==> src/rtl/pia_pkg.sv <==
package pia_pkg;
    localparam int CTL_W       = 8;
    localparam int B_C1_FLAG   = 7;
    localparam int B_C2_FLAG   = 6;
    localparam int B_C2_DIR    = 5;
    localparam int B_C2_CFG_HI = 4;
    localparam int B_C2_CFG_LO = 3;
    localparam int B_SEL       = 2;
    localparam int B_C1_POL    = 1;
    localparam int B_C1_EN     = 0;

    typedef enum logic [2:0] {
        C2S_INPUT      = 3'd0,
        C2S_LEVEL_LOW  = 3'd1,
        C2S_LEVEL_HIGH = 3'd2,
        C2S_READY      = 3'd3,
        C2S_HS_WAIT    = 3'd4,
        C2S_PULSE      = 3'd5
    } c2_state_e;

    typedef enum logic [1:0] {
        C2M_HANDSHAKE = 2'b00,
        C2M_PULSE     = 2'b01,
        C2M_LOW       = 2'b10,
        C2M_HIGH      = 2'b11
    } c2_mode_e;
endpackage

==> src/rtl/pia_edge_sync.sv <==
module pia_edge_sync #(
    parameter int STAGES = 2
) (
    input  logic clk,
    input  logic rst_n,
    input  logic pin,
    output logic rise,
    output logic fall
);
    logic [STAGES-1:0] sync_q;
    logic              prev_q;

    always_ff @(posedge clk or negedge rst_n) begin
        if (!rst_n) begin
            sync_q <= '0;
            prev_q <= 1'b0;
        end else begin
            sync_q <= {sync_q[STAGES-2:0], pin};
            prev_q <= sync_q[STAGES-1];
        end
    end

    assign rise = sync_q[STAGES-1] & ~prev_q;
    assign fall = ~sync_q[STAGES-1] & prev_q;
endmodule

==> src/rtl/pia_c2_fsm.sv <==
module pia_c2_fsm
    import pia_pkg::*;
(
    input  logic       clk,
    input  logic       rst_n,
    input  logic [2:0] mode,
    input  logic       data_rd,
    input  logic       c1_active,
    output logic       c2_out,
    output logic       c2_oe
);
    c2_state_e state_q, state_d;
    c2_mode_e  sub_mode;

    assign sub_mode = c2_mode_e'(mode[1:0]);

    always_ff @(posedge clk or negedge rst_n) begin
        if (!rst_n) state_q <= C2S_INPUT;
        else        state_q <= state_d;
    end

    always_comb begin
        state_d = state_q;
        if (!mode[2]) begin
            state_d = C2S_INPUT;                       // to-input
        end else begin
            unique case (sub_mode)
                C2M_LOW:  state_d = C2S_LEVEL_LOW;     // to-level
                C2M_HIGH: state_d = C2S_LEVEL_HIGH;    // to-level
                C2M_HANDSHAKE: begin
                    if (data_rd)
                        state_d = C2S_HS_WAIT;         // read-drop
                    else if (state_q == C2S_HS_WAIT)
                        state_d = c1_active ? C2S_READY : C2S_HS_WAIT;  // edge-release
                    else
                        state_d = C2S_READY;           // arm
                end
                C2M_PULSE: state_d = data_rd ? C2S_PULSE : C2S_READY;   // read-drop / pulse-end
                default:   state_d = C2S_INPUT;
            endcase
        end
    end

    always_comb begin
        c2_oe  = 1'b1;
        c2_out = 1'b1;
        unique case (state_q)
            C2S_INPUT:                               c2_oe  = 1'b0;
            C2S_LEVEL_LOW, C2S_HS_WAIT, C2S_PULSE:   c2_out = 1'b0;
            C2S_LEVEL_HIGH, C2S_READY:               c2_out = 1'b1;
            default:                                 c2_oe  = 1'b0;
        endcase
    end
endmodule

==> src/rtl/pia_port_unit.sv <==
module pia_port_unit
    import pia_pkg::*;
#(
    parameter int DATA_W      = 8,
    parameter int SYNC_STAGES = 2
) (
    input  logic              clk,
    input  logic              rst_n,
    input  logic              wr_data_sel,
    input  logic              wr_ctl,
    input  logic              rd_data_sel,
    input  logic [DATA_W-1:0] wdata,
    input  logic [DATA_W-1:0] pin_in,
    input  logic              c1_pin,
    input  logic              c2_pin,
    output logic [CTL_W-1:0]  ctl_q,
    output logic [DATA_W-1:0] out_q,
    output logic [DATA_W-1:0] ddr_q,
    output logic [DATA_W-1:0] view,
    output logic              c2_out,
    output logic              c2_oe,
    output logic              irq_part,
    output logic              c1_hit,
    output logic              c2_hit
);
    logic c1_rise, c1_fall, c2_rise, c2_fall;
    logic data_rd;
    logic dir_next;

    pia_edge_sync #(.STAGES(SYNC_STAGES)) u_c1_sync (
        .clk(clk), .rst_n(rst_n), .pin(c1_pin), .rise(c1_rise), .fall(c1_fall)
    );
    pia_edge_sync #(.STAGES(SYNC_STAGES)) u_c2_sync (
        .clk(clk), .rst_n(rst_n), .pin(c2_pin), .rise(c2_rise), .fall(c2_fall)
    );

    assign data_rd  = rd_data_sel & ctl_q[B_SEL];
    assign c1_hit   = ctl_q[B_C1_POL] ? c1_rise : c1_fall;
    assign c2_hit   = ~ctl_q[B_C2_DIR] & (ctl_q[B_C2_CFG_HI] ? c2_rise : c2_fall);
    assign dir_next = wr_ctl ? wdata[B_C2_DIR] : ctl_q[B_C2_DIR];

    always_ff @(posedge clk or negedge rst_n) begin
        if (!rst_n) begin
            ctl_q <= '0;
            out_q <= '0;
            ddr_q <= '0;
        end else begin
            if (wr_data_sel) begin
                if (ctl_q[B_SEL]) out_q <= wdata;
                else              ddr_q <= wdata;
            end
            if (wr_ctl) ctl_q[B_C2_DIR:0] <= wdata[B_C2_DIR:0];
            ctl_q[B_C1_FLAG] <= c1_hit | (ctl_q[B_C1_FLAG] & ~data_rd);
            ctl_q[B_C2_FLAG] <= ~dir_next & (c2_hit | (ctl_q[B_C2_FLAG] & ~data_rd));
        end
    end

    assign view = ctl_q[B_SEL] ? ((pin_in & ~ddr_q) | (out_q & ddr_q)) : ddr_q;

    assign irq_part = (ctl_q[B_C1_FLAG] & ctl_q[B_C1_EN])
                    | (ctl_q[B_C2_FLAG] & ~ctl_q[B_C2_DIR] & ctl_q[B_C2_CFG_LO]);

    pia_c2_fsm u_c2_fsm (
        .clk       (clk),
        .rst_n     (rst_n),
        .mode      (ctl_q[B_C2_DIR:B_C2_CFG_LO]),
        .data_rd   (data_rd),
        .c1_active (c1_hit),
        .c2_out    (c2_out),
        .c2_oe     (c2_oe)
    );
endmodule

==> src/rtl/byte_port_adapter.sv <==
module byte_port_adapter
    import pia_pkg::*;
#(
    parameter int DATA_W      = 8,
    parameter int ADDR_W      = 4,
    parameter int SYNC_STAGES = 2
) (
    input  logic              clk,
    input  logic              rst_n,
    input  logic [ADDR_W-1:0] reg_addr,
    input  logic              wr_en,
    input  logic              rd_en,
    input  logic              dbg_rd,
    input  logic [DATA_W-1:0] wr_data,
    output logic [DATA_W-1:0] rd_data,
    input  logic [DATA_W-1:0] pa_in,
    output logic [DATA_W-1:0] pa_out,
    output logic [DATA_W-1:0] pa_dir,
    input  logic [DATA_W-1:0] pb_in,
    output logic [DATA_W-1:0] pb_out,
    output logic [DATA_W-1:0] pb_dir,
    input  logic              ca1_in,
    input  logic              ca2_in,
    output logic              ca2_out,
    output logic              ca2_oe,
    input  logic              cb1_in,
    input  logic              cb2_in,
    output logic              cb2_out,
    output logic              cb2_oe,
    output logic              irq
);
    localparam int NPORT = 2;

    logic [NPORT-1:0][DATA_W-1:0] pin_vec, out_vec, ddr_vec, view_vec;
    logic [NPORT-1:0][CTL_W-1:0]  ctl_vec;
    logic [NPORT-1:0] c1_vec, c2_vec, c2o_vec, c2oe_vec, irq_vec, c1_hit_vec, c2_hit_vec;
    logic sel_ctl, sel_port;
    logic unused_addr_hi;

    assign sel_ctl        = reg_addr[0];
    assign sel_port       = reg_addr[1];
    assign unused_addr_hi = ^reg_addr[ADDR_W-1:2];

    assign pin_vec[0] = pa_in;
    assign pin_vec[1] = pb_in;
    assign c1_vec     = {cb1_in, ca1_in};
    assign c2_vec     = {cb2_in, ca2_in};

    generate
        for (genvar p = 0; p < NPORT; p++) begin : g_port
            logic hit;
            assign hit = (sel_port == 1'(p));
            pia_port_unit #(.DATA_W(DATA_W), .SYNC_STAGES(SYNC_STAGES)) u_port (
                .clk         (clk),
                .rst_n       (rst_n),
                .wr_data_sel (wr_en & hit & ~sel_ctl),
                .wr_ctl      (wr_en & hit & sel_ctl),
                .rd_data_sel (rd_en & hit & ~sel_ctl),
                .wdata       (wr_data),
                .pin_in      (pin_vec[p]),
                .c1_pin      (c1_vec[p]),
                .c2_pin      (c2_vec[p]),
                .ctl_q       (ctl_vec[p]),
                .out_q       (out_vec[p]),
                .ddr_q       (ddr_vec[p]),
                .view        (view_vec[p]),
                .c2_out      (c2o_vec[p]),
                .c2_oe       (c2oe_vec[p]),
                .irq_part    (irq_vec[p]),
                .c1_hit      (c1_hit_vec[p]),
                .c2_hit      (c2_hit_vec[p])
            );
        end
    endgenerate

    always_comb begin
        rd_data = '0;
        if (rd_en | dbg_rd) begin
            if (sel_ctl) rd_data[CTL_W-1:0] = ctl_vec[sel_port];
            else         rd_data = view_vec[sel_port];
        end
    end

    assign pa_out  = out_vec[0];
    assign pa_dir  = ddr_vec[0];
    assign pb_out  = out_vec[1];
    assign pb_dir  = ddr_vec[1];
    assign ca2_out = c2o_vec[0];
    assign ca2_oe  = c2oe_vec[0];
    assign cb2_out = c2o_vec[1];
    assign cb2_oe  = c2oe_vec[1];
    assign irq     = |irq_vec;
endmodule

==> config.mk <==
export PLATFORM = sky130hd
export DESIGN_NAME = byte_port_adapter
export DESIGN_NICKNAME = d
export VERILOG_FILES = /design/src/rtl/pia_pkg.sv /design/src/rtl/pia_edge_sync.sv /design/src/rtl/pia_c2_fsm.sv /design/src/rtl/pia_port_unit.sv /design/src/rtl/byte_port_adapter.sv
export SDC_FILE = /design/constraint.sdc
export NUM_CORES = 1
export LEC_CHECK = 0
export BUFFER_PORTS_ARGS = -buffer_cell sky130_fd_sc_hd__buf_2
export CELL_PAD_IN_SITES_DETAIL_PLACEMENT = 1
export CELL_PAD_IN_SITES_GLOBAL_PLACEMENT = 1
export CORE_MARGIN = 2
export CORE_UTILIZATION = 36
export DETAILED_ROUTE_END_ITERATION = 12
export PLACE_DENSITY = 0.76
export REMOVE_ABC_BUFFERS = 1
export SLEW_MARGIN = 10
export SYNTH_ARGS = -nofsm -noshare
export SYNTH_HDL_FRONTEND = slang
export SYNTH_SLANG_ARGS = --single-unit
==> constraint.sdc <==
create_clock -name clk -period 1.29 [get_ports clk]
set_input_delay 0.1935 -clock clk [delete_from_list [all_inputs] [get_ports clk]]
set_output_delay 0.1935 -clock clk [all_outputs]
set_load 0.01 [all_outputs]
==> impl_metrics.tcl <==
set metrics [dict create \
    status "finished with violations" \
    violations "setup timing" \
    yosysTopAreaCell "dfrtp_1" \
    async_flop_share_pct 100 \
    max_slew_margin_pct 72.0 \
    fin_tns_setup_ns -9.48 \
    post_drt_wl_per_cell_um 19.3 \
    io_pins 82 \
    regToRegStartpoint "g_port[1].u_port.ctl_q[2]" \
    cts_root_buffer "clkbuf_8" \
    cap_violations 0 \
    drcViolationCount 0 \
    startpoint_type "register" \
    dieWidth_um 96.4 \
    cts.sinks 66 \
    area_growth_pct 48.2 \
    slew_violations 0 \
    synth_ff_type "dfrtp_1" \
    finalNetCount 466 \
    rsz0062_at_grt "true" \
    min_path_type "in2reg" \
    clock_latency_ns 0.35 \
    pwr-share-clk_pct 23.7 \
    pwr-share-seq_pct 41.7 \
    yosys-top-cells-area "dfrtp_1 54%, mux2_2 10%, a21oi_1 4.6%" \
    endpoint_kind "primary output" \
    timing.hold.ws_ns 0.111 \
    reg2reg_depth 6 \
    synth-seq-area-share_pct 53.7 \
    die_area_um2 9300 \
    leakage_uw 0.00215 \
    avgViaCountPerCell 5.37 \
    place_area_um2 3960 \
    synth_cell_type_count 44 \
    drt_iter0_drc 131 \
    cp_data_arrival_time_ns 1.63 \
    worst_slack_ns -0.537 \
    skew_ns 0.00954 \
    grt.total_usage_pct 22.8 \
    whs_path_depth 3 \
    multiInputGateArea_um2 1480 \
    start_util_pct 37.3 \
    crit_type "reg2out" \
    power.density_nw_per_um2 1570 \
    dpl.hpwl_mm 6.98 \
    peakVddDrop_uv 733 \
    whs_endpoint "g_port[0].u_port.out_q[7]" \
    wirelength_mm 10.4 \
    hold_violations 0 \
    synthCells 289 \
    synth_warnings 0 \
    gp_congestion 0.827 \
    layout-drive-gt1-share_pct 50.1 \
    cts_tree "built" \
    cp_max_fo 10 \
    design_area_um2 4560 \
    synth_top_cells_by_count "66 x dfrtp_1, 28 x a21oi_1, 28 x mux2_2, 26 x inv_1, 23 x nand2_1" \
    grt_pass1_vias 3045 \
    min_period_over_period_pct 142 \
    die_h_um 96.4 \
    seqCellArea_um2 1660 \
    p_sw_uw 2440 \
    p_int_uw 4750 \
    syn_area_um2 3080 \
    synth_edf_count 0 \
    antenna_found_initial 0 \
    r2r_end "g_port[1].u_port.ddr_q[3]" \
    power.share.combinational_pct 34.6 \
    grt_pass1_wl_mm 15.7 \
    port_buffers 79 \
    core_um2 8260 \
    yosysMostFrequentCell "dfrtp_1" \
    cts.htree.levels 3 \
    avgSynthCellArea_um2 10.6 \
    path_clk_slew_ns 0.07 \
    ant_nets 0 \
    nFillCells 922 \
    fmaxAchievable_mhz 547 \
    vias 2889 \
    r2r_slack_ns -0.33 \
    clockBufferDepth 2 \
    crit_required_ns 1.10 \
    ys_ff_latch 66 \
    swShare_pct 33.9 \
    gr-total-overflow 0 \
    setup_viol 43 \
    dr.pass1.iters 4 \
    cts_made_buffers 9 \
    rows 33 \
    hp-start "wr_data[7]" \
    grt_start_max_net_pins 33 \
    synth_top_area_share_pct 53.7 \
    worstMarginPinSlew_ns 0.420 \
    post-route-min-period_ns 1.83 \
    antenna_cells 0 \
]
## cell usage in the layout (no fill, tap or decap), types with 3 or more instances in the layout
cell and n:
a21oi_1 21, a21oi_2 7, a311o_1 7, a31oi_1 8
buf_12 7, buf_2 78, buf_4 38, buf_6 13
clkbuf_8 10, dfrtp_1 63, dfrtp_2 3, dlygate4sd3_1 5
inv_1 26, mux2_2 15, mux2_4 13, nand2_1 20
nand2b_1 7, nand3_1 12, nand3_2 3, nand3b_1 3
nor2_1 6, o21ai_0 13, o21ai_1 7
## state kept, by name, indices dropped and copies added (netlist names)
signal                          cells
g_port.u_port.ctl_q                16
g_port.u_port.u_c2_sync.prev_q      2
g_port.u_port.u_c2_fsm.state_q      6
g_port.u_port.u_c2_sync.sync_q      4
g_port.u_port.u_c1_sync.prev_q      2
g_port.u_port.u_c1_sync.sync_q      4
g_port.u_port.ddr_q                16
g_port.u_port.out_q                16
## power groups by stage
stage	Sequential, uW	Clock [uW]	Combinational, uW
floorplan	3100	0	830
global placement	2960	0	2020
detailed placement	2980	0	2090
CTS	2960	1730	2350
global route	3060	1850	2710
finish	2990	1710	2480
## layer usage
layer	vias up	global-route usage [%]	part of all wire [%]
met3	12	5.12	4.0
met5	-	0	0
met2	86	39.5	53
met1	1468	28.8	41
met4	0	6.10	1.2
li1	1323	-	-
## how the worst max path moves through the flow
stage / from / end / slack (ns)
finish: g_port[0].u_port.ctl_q[2] / rd_data[5] / -0.54
global route: g_port[0].u_port.ctl_q[2] / rd_data[5] / -0.63
CTS: g_port[0].u_port.ctl_q[2] / rd_data[5] / -0.55
detailed placement: g_port[0].u_port.ctl_q[2] / rd_data[5] / -0.30
global placement: g_port[0].u_port.ctl_q[2] / rd_data[5] / -0.28
floorplan: g_port[1].u_port.ctl_q[2] / g_port[1].u_port.out_q[0] / -0.20
## metrics by stage
stage	instances	worst slack (ns)	power, uW	utilization [%]
final	538	-0.537	7180	55.2
after global placement	505	-0.279	4980	48.0
after floorplan	277	-0.198	3930	-
after detailed placement	505	-0.302	5080	48.0
after CTS	534	-0.549	7040	53.5
after global routing	538	-0.627	7620	55.2
## layout make-up
type | count | share of cell area, %
clock inverters | 3 | 0.878
inverters | 26 | 2.14
clock buffers | 12 | 3.18
repair buffers | 141 | 22.2
multi-input cells | 185 | 32.4
flip-flops and latches | 66 | 36.3
well taps | 105 | 2.88
## critical path, cell delays in order, from the launching register on
cell and delay (ns):
dfrtp_2 0.49, buf_12 0.17, a21oi_2 0.11, a31oi_1 0.05, o21ai_1 0.19, nand3_1 0.13, buf_2 0.16
## kinds of logic after synthesis
kind of cell           count (synthesis)  share of synthesized area, %
and+or+nand+nor                       67                          12.0
muxes                                 28                          10.2
buffers and inverters                 38                          5.12
DFF                                   66                          53.7
AOI/OAI and AO/OA                     90                          18.9
## timing repair
| action | 4_1_cts | 5_1_grt |
|---|---|---|
| hold endpoints to repair | 18 | 0 |
| pin swaps | 12 | 6 |
| endpoints found under the setup margin | 49 | 54 |
| hold buffers | 5 | 0 |
| setup buffers | 9 | 4 |
| gates resized for setup | 47 | 25 |
Note: power is estimated with default switching activity, not from simulation.
